$ cat src/rtl/uart_sleep_ctl.sv
module uart_sleep_ctl #(
  parameter int NMODEM = 4,
  parameter int NIRQ   = 4,
  parameter logic [NIRQ-1:0] IGN_MASK = {{(NIRQ-2){1'b0}}, 2'b11}
) (
  input  logic              clk,
  input  logic              rst_n,
  input  logic              enh_en,
  input  logic              slp_en,
  input  logic              rx_idle,
  input  logic              tx_fifo_empty,
  input  logic              tx_shift_empty,
  input  logic              rx_fifo_empty,
  input  logic [NIRQ-1:0]   irq_pend,
  input  logic              rx_in,
  input  logic [NMODEM-1:0] modem_in,
  input  logic              tx_wr,
  input  logic              div_wr,
  output logic              asleep,
  output logic              core_clk_en,
  output logic              baud_clk_en,
  output logic              div_wr_apply,
  output logic              violation
);

  logic qual, qual_q, asleep_q, wake, viol_q, rx_snap;
  logic [NMODEM-1:0] mdm_snap;

  assign qual = enh_en & slp_en & rx_idle & tx_fifo_empty & tx_shift_empty
              & rx_fifo_empty & ~|(irq_pend & ~IGN_MASK);

  assign wake = asleep_q & (~enh_en | ~slp_en | tx_wr
              | (rx_in != rx_snap) | (modem_in != mdm_snap));

  always_ff @(posedge clk or negedge rst_n) begin
    if (!rst_n) begin
      qual_q   <= 1'b0;
      asleep_q <= 1'b0;
      rx_snap  <= 1'b0;
      mdm_snap <= '0;
      viol_q   <= 1'b0;
    end else begin
      if (asleep_q) begin
        qual_q <= 1'b0;
        if (wake) asleep_q <= 1'b0;
      end else begin
        qual_q <= qual;
        if (qual && qual_q) begin
          asleep_q <= 1'b1;
          rx_snap  <= rx_in;
          mdm_snap <= modem_in;
        end
      end
      if (div_wr && asleep_q) viol_q <= 1'b1;
    end
  end

  assign asleep       = asleep_q;
  assign core_clk_en  = ~asleep_q | wake;
  assign baud_clk_en  = ~asleep_q | wake;
  assign div_wr_apply = div_wr & ~asleep_q;
  assign violation    = viol_q;


  two_cycle_entry_chk: assert property (@(posedge clk) disable iff (!rst_n)
    $rose(asleep) |-> ($past(enh_en && slp_en, 2) && $past(enh_en && slp_en)));


  entry_conditions_chk: assert property (@(posedge clk) disable iff (!rst_n)
    $rose(asleep) |-> $past(rx_idle && tx_fifo_empty && tx_shift_empty && rx_fifo_empty));


  irq_filter_chk: assert property (@(posedge clk) disable iff (!rst_n)
    $rose(asleep) |-> $past((irq_pend & ~IGN_MASK) == '0));


  tx_write_wake_chk: assert property (@(posedge clk) disable iff (!rst_n)
    (asleep && tx_wr) |=> !asleep);


  enable_clear_wake_chk: assert property (@(posedge clk) disable iff (!rst_n)
    (asleep && !(enh_en && slp_en)) |=> !asleep);


  violation_sticky_chk: assert property (@(posedge clk) disable iff (!rst_n)
    violation |=> violation);


  violation_cause_chk: assert property (@(posedge clk) disable iff (!rst_n)
    $rose(violation) |-> $past(asleep && div_wr));

endmodule

$ cat config.mk
export PLATFORM = sky130hd
export DESIGN_NAME = uart_sleep_ctl
export DESIGN_NICKNAME = d
export VERILOG_FILES = /design/src/rtl/uart_sleep_ctl.sv
export SDC_FILE = /design/constraint.sdc
export NUM_CORES = 1
export LEC_CHECK = 0
export BUFFER_PORTS_ARGS = -buffer_cell sky130_fd_sc_hd__buf_2
export CAP_MARGIN = 15
export CORE_MARGIN = 1.5
export CORE_UTILIZATION = 25
export DETAILED_ROUTE_END_ITERATION = 10
export PLACE_DENSITY = 0.57
export SLEW_MARGIN = 20
export SYNTH_ARGS = -nofsm -noshare
export SYNTH_HDL_FRONTEND = slang
export SYNTH_SLANG_ARGS = --single-unit
$ cat constraint.sdc
create_clock -name clk -period 2.5 [get_ports clk]
set_input_delay 0 -clock clk [delete_from_list [all_inputs] [get_ports clk]]
set_output_delay 0 -clock clk [all_outputs]
set_load 0.01 [all_outputs]
==> results of run 1 <==
-- worst paths after layout --
kind	cells past startpoint	slack [ns]	start	to
max in group asynchronous	2	2.20	rst_n	rx_snap$_DFFE_PN0P_
min in group asynchronous	2	0.13	rst_n	violation$_DFFE_PN0P_
hold reg to reg	1	0.45	violation$_DFFE_PN0P_	violation$_DFFE_PN0P_
hold / removal	2	0.01	modem_in[1]	mdm_snap[1]$_DFFE_PN0P_
setup reg to reg	3	1.05	asleep$_DFF_PN0_	mdm_snap[0]$_DFFE_PN0P_
setup / recovery	4	0.97	asleep$_DFF_PN0_	baud_clk_en
-- state kept, by name, summed over array words and instances, names as in the netlist --
| register | count |
|---|---|
| asleep | 1 |
| mdm_snap | 4 |
| qual_q | 1 |
| rx_snap | 1 |
| violation | 1 |
-- cell usage after synthesis --
| master | count |
|---|---|
| dfrtp_1 | 8 |
| mux2_2 | 5 |
| and3_1 | 3 |
| xor2_1 | 3 |
| xnor2_1 | 2 |
| a21o_1 | 1 |
| a31o_2 | 1 |
| and2_1 | 1 |
| and2b_1 | 1 |
| and4_1 | 1 |
| buf_4 | 1 |
| nand3_1 | 1 |
| nand4_2 | 1 |
| nand4b_1 | 1 |
| nor4_1 | 1 |
| nor4b_4 | 1 |
-- power by group --
group	switching (uW)	internal [uW]	leakage (uW)
clock	41.7	54.8	0.0000138
sequential	0.0653	130	0.000112
combinational	13.1	16.6	0.000203
-- metal layers --
metal,vias up,share of wire
li1,171,-
met1,151,0.41
met2,17,0.46
met3,0,0.12
met4,0,0
met5,-,0
-- worst max-delay path, stage by stage (launching register included) --
cell and delay, ns:
dfrtp_1 0.44, nand4b_1 0.14, nor4_1 0.39, nand3_1 0.14, buf_2 0.17
-- through the flow --
step | util | setup slack [ns]
3_3_place_gp | 0.350 | 1.06
2_1_floorplan | - | 1.13
4_1_cts | 0.377 | 0.926
5_1_grt | 0.377 | 0.838
6_report | 0.377 | 0.971
3_5_place_dp | 0.350 | 1.04
-- logic make-up after synthesis --
group,Yosys count,share of synthesized area
mux,5,0.134
buf+inv,1,0.0178
xor+xnor,5,0.104
compound gates,2,0.0386
flops,8,0.475
simple gates,11,0.231
-- cell type report --
type	instances	area (um^2)
Tap cell	16	20.0
Clock buffer	3	22.5
Sequential cell	8	200
Multi-Input combinational cell	23	214
Timing Repair Buffer	23	125
Fill cell	158	960
==> flow_summary.toml, run 1 <==
[cells_and_area]
fin_nets = 78
diodes = 0
syn_to_final_growth_pct = 38.0
fin_cells = 73
fin_area_um2 = 582
final_layout_size_suffix_gt1_frac = 0.561
final_cell_mix = "buf_2, dfrtp_1, mux2_2"
final_common_cell = "buf_2"

[placement]
io_buffers = 21
dpl.cell_count = 68
place.gp.congestion = 0.739
placed_cell_area_um2 = 539

[timing]
skew_ns = 0.00427
rsz0062_at_grt = "false"
setup_violations = 0
final.min_clock_period_ns = 1.53
setup_tns_ns = 0
max-slew-margin-rel = 0.763
worst_pin_slew_ns = 0.353
finalCritPeriodShare = 0.612
fmax_mhz = 654
hold_viol = 0
maxSlewViolCount = 0
holdWs_ns = 0.0132

[worst_setup_path]
crit_required_ns = 2.50
critPathKind = "reg2out"
path_max_fanout = 5
cp-start-kind = "flop"
end_kind = "primary output"
arrival_ns = 1.53

[synthesis]
synth_cells = 32
synth_fp_nets = 51
yosys.area.top_type = "dfrtp_1"
yosysUniqueCellTypes = 16
ys_ff_latch = 8
ys_seq_area_frac = 0.475
synth_area_um2 = 422
ys_warn_count = 0
yosysTopAreaCellShare = 0.475
netlist_top_cells_area = "dfrtp_1, mux2_2, xor2_1"
synth.avg_cell_area_um2 = 13.2

[route]
firstDrtPassIters = 2
drcViolationCount = 0
drt-initial-drc-count = 3
routed_wl_um = 799
postRouteAntennaNets = 0
dr_total_vias = 339
vias_per_cell = 4.64
wl_per_cell_um = 10.9

[cts]
cts_setup_buffers = 0
clock-sinks = 8
htree_levels = 1
insertion_delay_ns = 0.25
cts_made_buffers = 3
cts_root_buffer = "clkbuf_4"
cts_tree = "built"
ctsResizeCount = 0
hold_buffers = 2
clk_pin_slew_ns = 0.05
clk_path_buf_depth = 2

[global_routing]
grt.overflow.total = 0
grt_pass1_wl_um = 1330
grt_pass1_vias = 343
grt-busiest-layer = "met2"
grt_use_met3 = 0.0327
antenna_found_initial = 0
track_usage = 0.0987
met2_usage = 0.144
grt_use_met1 = 0.121
grt_max_degree = 9

[min_path]
min-delay-path-class = "in2reg"

[floorplanning]
placementRows = 14
io-pin-count = 24
start_util = 0.274
core_mm2 = 0.00154
die-area_mm2 = 0.00194
die-width_um = 44.1
die_y_um = 44.1

[power]
leakagePower_uw = 0.000328
irDropWorstVdd_mv = 0.200
power.density_mw_per_mm2 = 440
power.total_uw = 256

[status]
run_status = "finished clean"

[run]
drv_cap = 0
Power figures use the tool's default switching activity.
==> inputs of run 2 (changes only) <==
==> constraint.sdc (replaced) <==
create_clock -name clk -period 1.5 [get_ports clk]
set_input_delay 0 -clock clk [delete_from_list [all_inputs] [get_ports clk]]
set_output_delay 0 -clock clk [all_outputs]
set_load 0.01 [all_outputs]
==> run 2 against run 1 <==
Effect of this change:
- routed wire length up 8.0%
- global-route usage rose by 0.43 points
- clock power grew 72%
- via count up 2.4%
- clock-buffer cell count unchanged
- power up 72%
- combinational power grew 95%
- critical path depth is the same
- flip-flop and latch count is the same
- highest routed layer unchanged
==> flow_summary.toml, run 2 (same netlist as run 1, synthesis figures left out) <==
[status]
run_status = "finished clean"

[power]
power.density_mw_per_mm2 = 698
clkPwrFrac = 0.378
leakagePower_uw = 0.000347
cell_internal_pwr_uw = 341
switchingPower_uw = 98.7
swShare = 0.224
power_frac_seq = 0.491
irDropWorstVdd_mv = 0.312
comb_power_share = 0.131

[worst_setup_path]
path_max_fanout = 2
arrival_ns = 1.40
critPathKind = "reg2out"
end_kind = "primary output"
cp-start-kind = "flop"
crit_required_ns = 1.50

[global_routing]
grt_pass1_wl_um = 1410
grt_pass1_vias = 345
grt.overflow.total = 0
antenna_found_initial = 0
track_usage = 0.103
grt_max_degree = 9

[cells_and_area]
final_common_cell = "buf_2"
final_cell_mix = "buf_2, dfrtp_1, dlygate4sd3_1"
largest_reg_flops = 4
final_layout_size_suffix_gt1_frac = 0.541
top_register = "mdm_snap"
fin_nets = 82
diodes = 0
fillers = 163
syn_to_final_growth_pct = 49.6

[floorplanning]
die-area_mm2 = 0.00194
die_y_um = 44.1
core_mm2 = 0.00154
io-pin-count = 24
placementRows = 14
die-width_um = 44.1
start_util = 0.274

[route]
drcViolationCount = 0
dr_total_vias = 347
drt-initial-drc-count = 1
routed_wl_um = 863
vias_per_cell = 4.51
wl_per_cell_um = 11.2
postRouteAntennaNets = 0
firstDrtPassIters = 2

[timing]
worst_pin_slew_ns = 0.249
maxSlewViolCount = 0
layout_setup_ws_ns = 0.100
finalCritPeriodShare = 0.933
final.min_clock_period_ns = 1.40
max-slew-margin-rel = 0.833
setup_violations = 0
hold_viol = 0
setup_tns_ns = 0
fmax_mhz = 714
rsz0062_at_grt = "true"
skew_ns = 0.00769

[cts]
cts_made_buffers = 3
cts_root_buffer = "clkbuf_4"
clk_path_buf_depth = 2
cts_tree = "built"
insertion_delay_ns = 0.26
clk_pin_slew_ns = 0.06
htree_levels = 1
clock-sinks = 8

[placement]
dpl_worst_slack_ns = 0.0796
place.gp.congestion = 0.719
io_buffers = 21

[run]
drv_cap = 0

[min_path]
min-delay-path-class = "in2reg"
## run 2: cell types whose count changed in the layout (fill, tap and decap cells not counted), sizes merged
cell	previous run	this run
dlygate4sd3	2	6
## run 2: area by class of cell
type | count | area, um^2 | share of cell area
timing repair buffer | 27 | 168 | 0.266
multi-input combinational | 23 | 220 | 0.349
clock buffer | 3 | 22.5 | 0.0357
tap | 16 | 20.0 | 0.0317
sequential | 8 | 200 | 0.317
## run 2: path summary, 6_finish.rpt
| path | slack (ns) | start | cells past startpoint | end |
|---|---|---|---|---|
| worst max register to register | 0.11 | asleep$_DFF_PN0_ | 3 | mdm_snap[1]$_DFFE_PN0P_ |
| worst min register to register | 0.44 | violation$_DFFE_PN0P_ | 1 | violation$_DFFE_PN0P_ |
| min in group asynchronous | 0.13 | rst_n | 2 | qual_q$_DFF_PN0_ |
| max in group asynchronous | 1.19 | rst_n | 2 | mdm_snap[1]$_DFFE_PN0P_ |
| worst max-delay path | 0.10 | rx_snap$_DFFE_PN0P_ | 4 | baud_clk_en |
| worst min-delay path | 0.01 | modem_in[3] | 2 | mdm_snap[3]$_DFFE_PN0P_ |
## run 2: repair_timing
item | 4_1_cts | 5_1_grt
hold buffers | 6 | 0
resized for setup | 1 | 0
hold endpoints to repair | 13 | 0
endpoints found under the setup margin | 2 | 2
pin swaps | 1 | 0
buffers inserted | 0 | 0
## run 2: critical path, cell delays in order, from the launching register on
cell,delay [ns]
dfrtp_1,0.38
xor2_1,0.17
nor4_2,0.31
nand3_1,0.12
buf_2,0.16
## run 2: power by group through the flow
stage | clock network (uW) | registers, uW | logic [uW]
after global routing | 183 | 216 | 63.8
final | 166 | 216 | 57.6
after CTS | 175 | 216 | 59.3
after detailed placement | 0 | 220 | 46.3
after floorplan | 0 | 220 | 13.9
after global placement | 0 | 220 | 45.3
## run 2: layer usage
metal  vias up  wire [um]  track usage
met3         0         87       0.0245
met5         -          0            0
li1        176          -            -
met2        17        401        0.159
met1       154        374        0.126
met4         0          0       0.0727
## run 2: through the flow
| stage | instance area (um^2) | total power [uW] | hold WS (ns) | std cells | utilization |
|---|---|---|---|---|---|
| 3_5_place_dp | 547 | 266 | -0.148 | 69 | 0.355 |
| 6_report | 631 | 440 | 0.0121 | 77 | 0.409 |
| 3_3_place_gp | 547 | 265 | -0.145 | 69 | 0.355 |
| 5_1_grt | 631 | 463 | 0.0219 | 77 | 0.409 |
| 4_1_cts | 636 | 450 | 0.00753 | 78 | 0.412 |
| 2_1_floorplan | 422 | 234 | -0.296 | 32 | - |
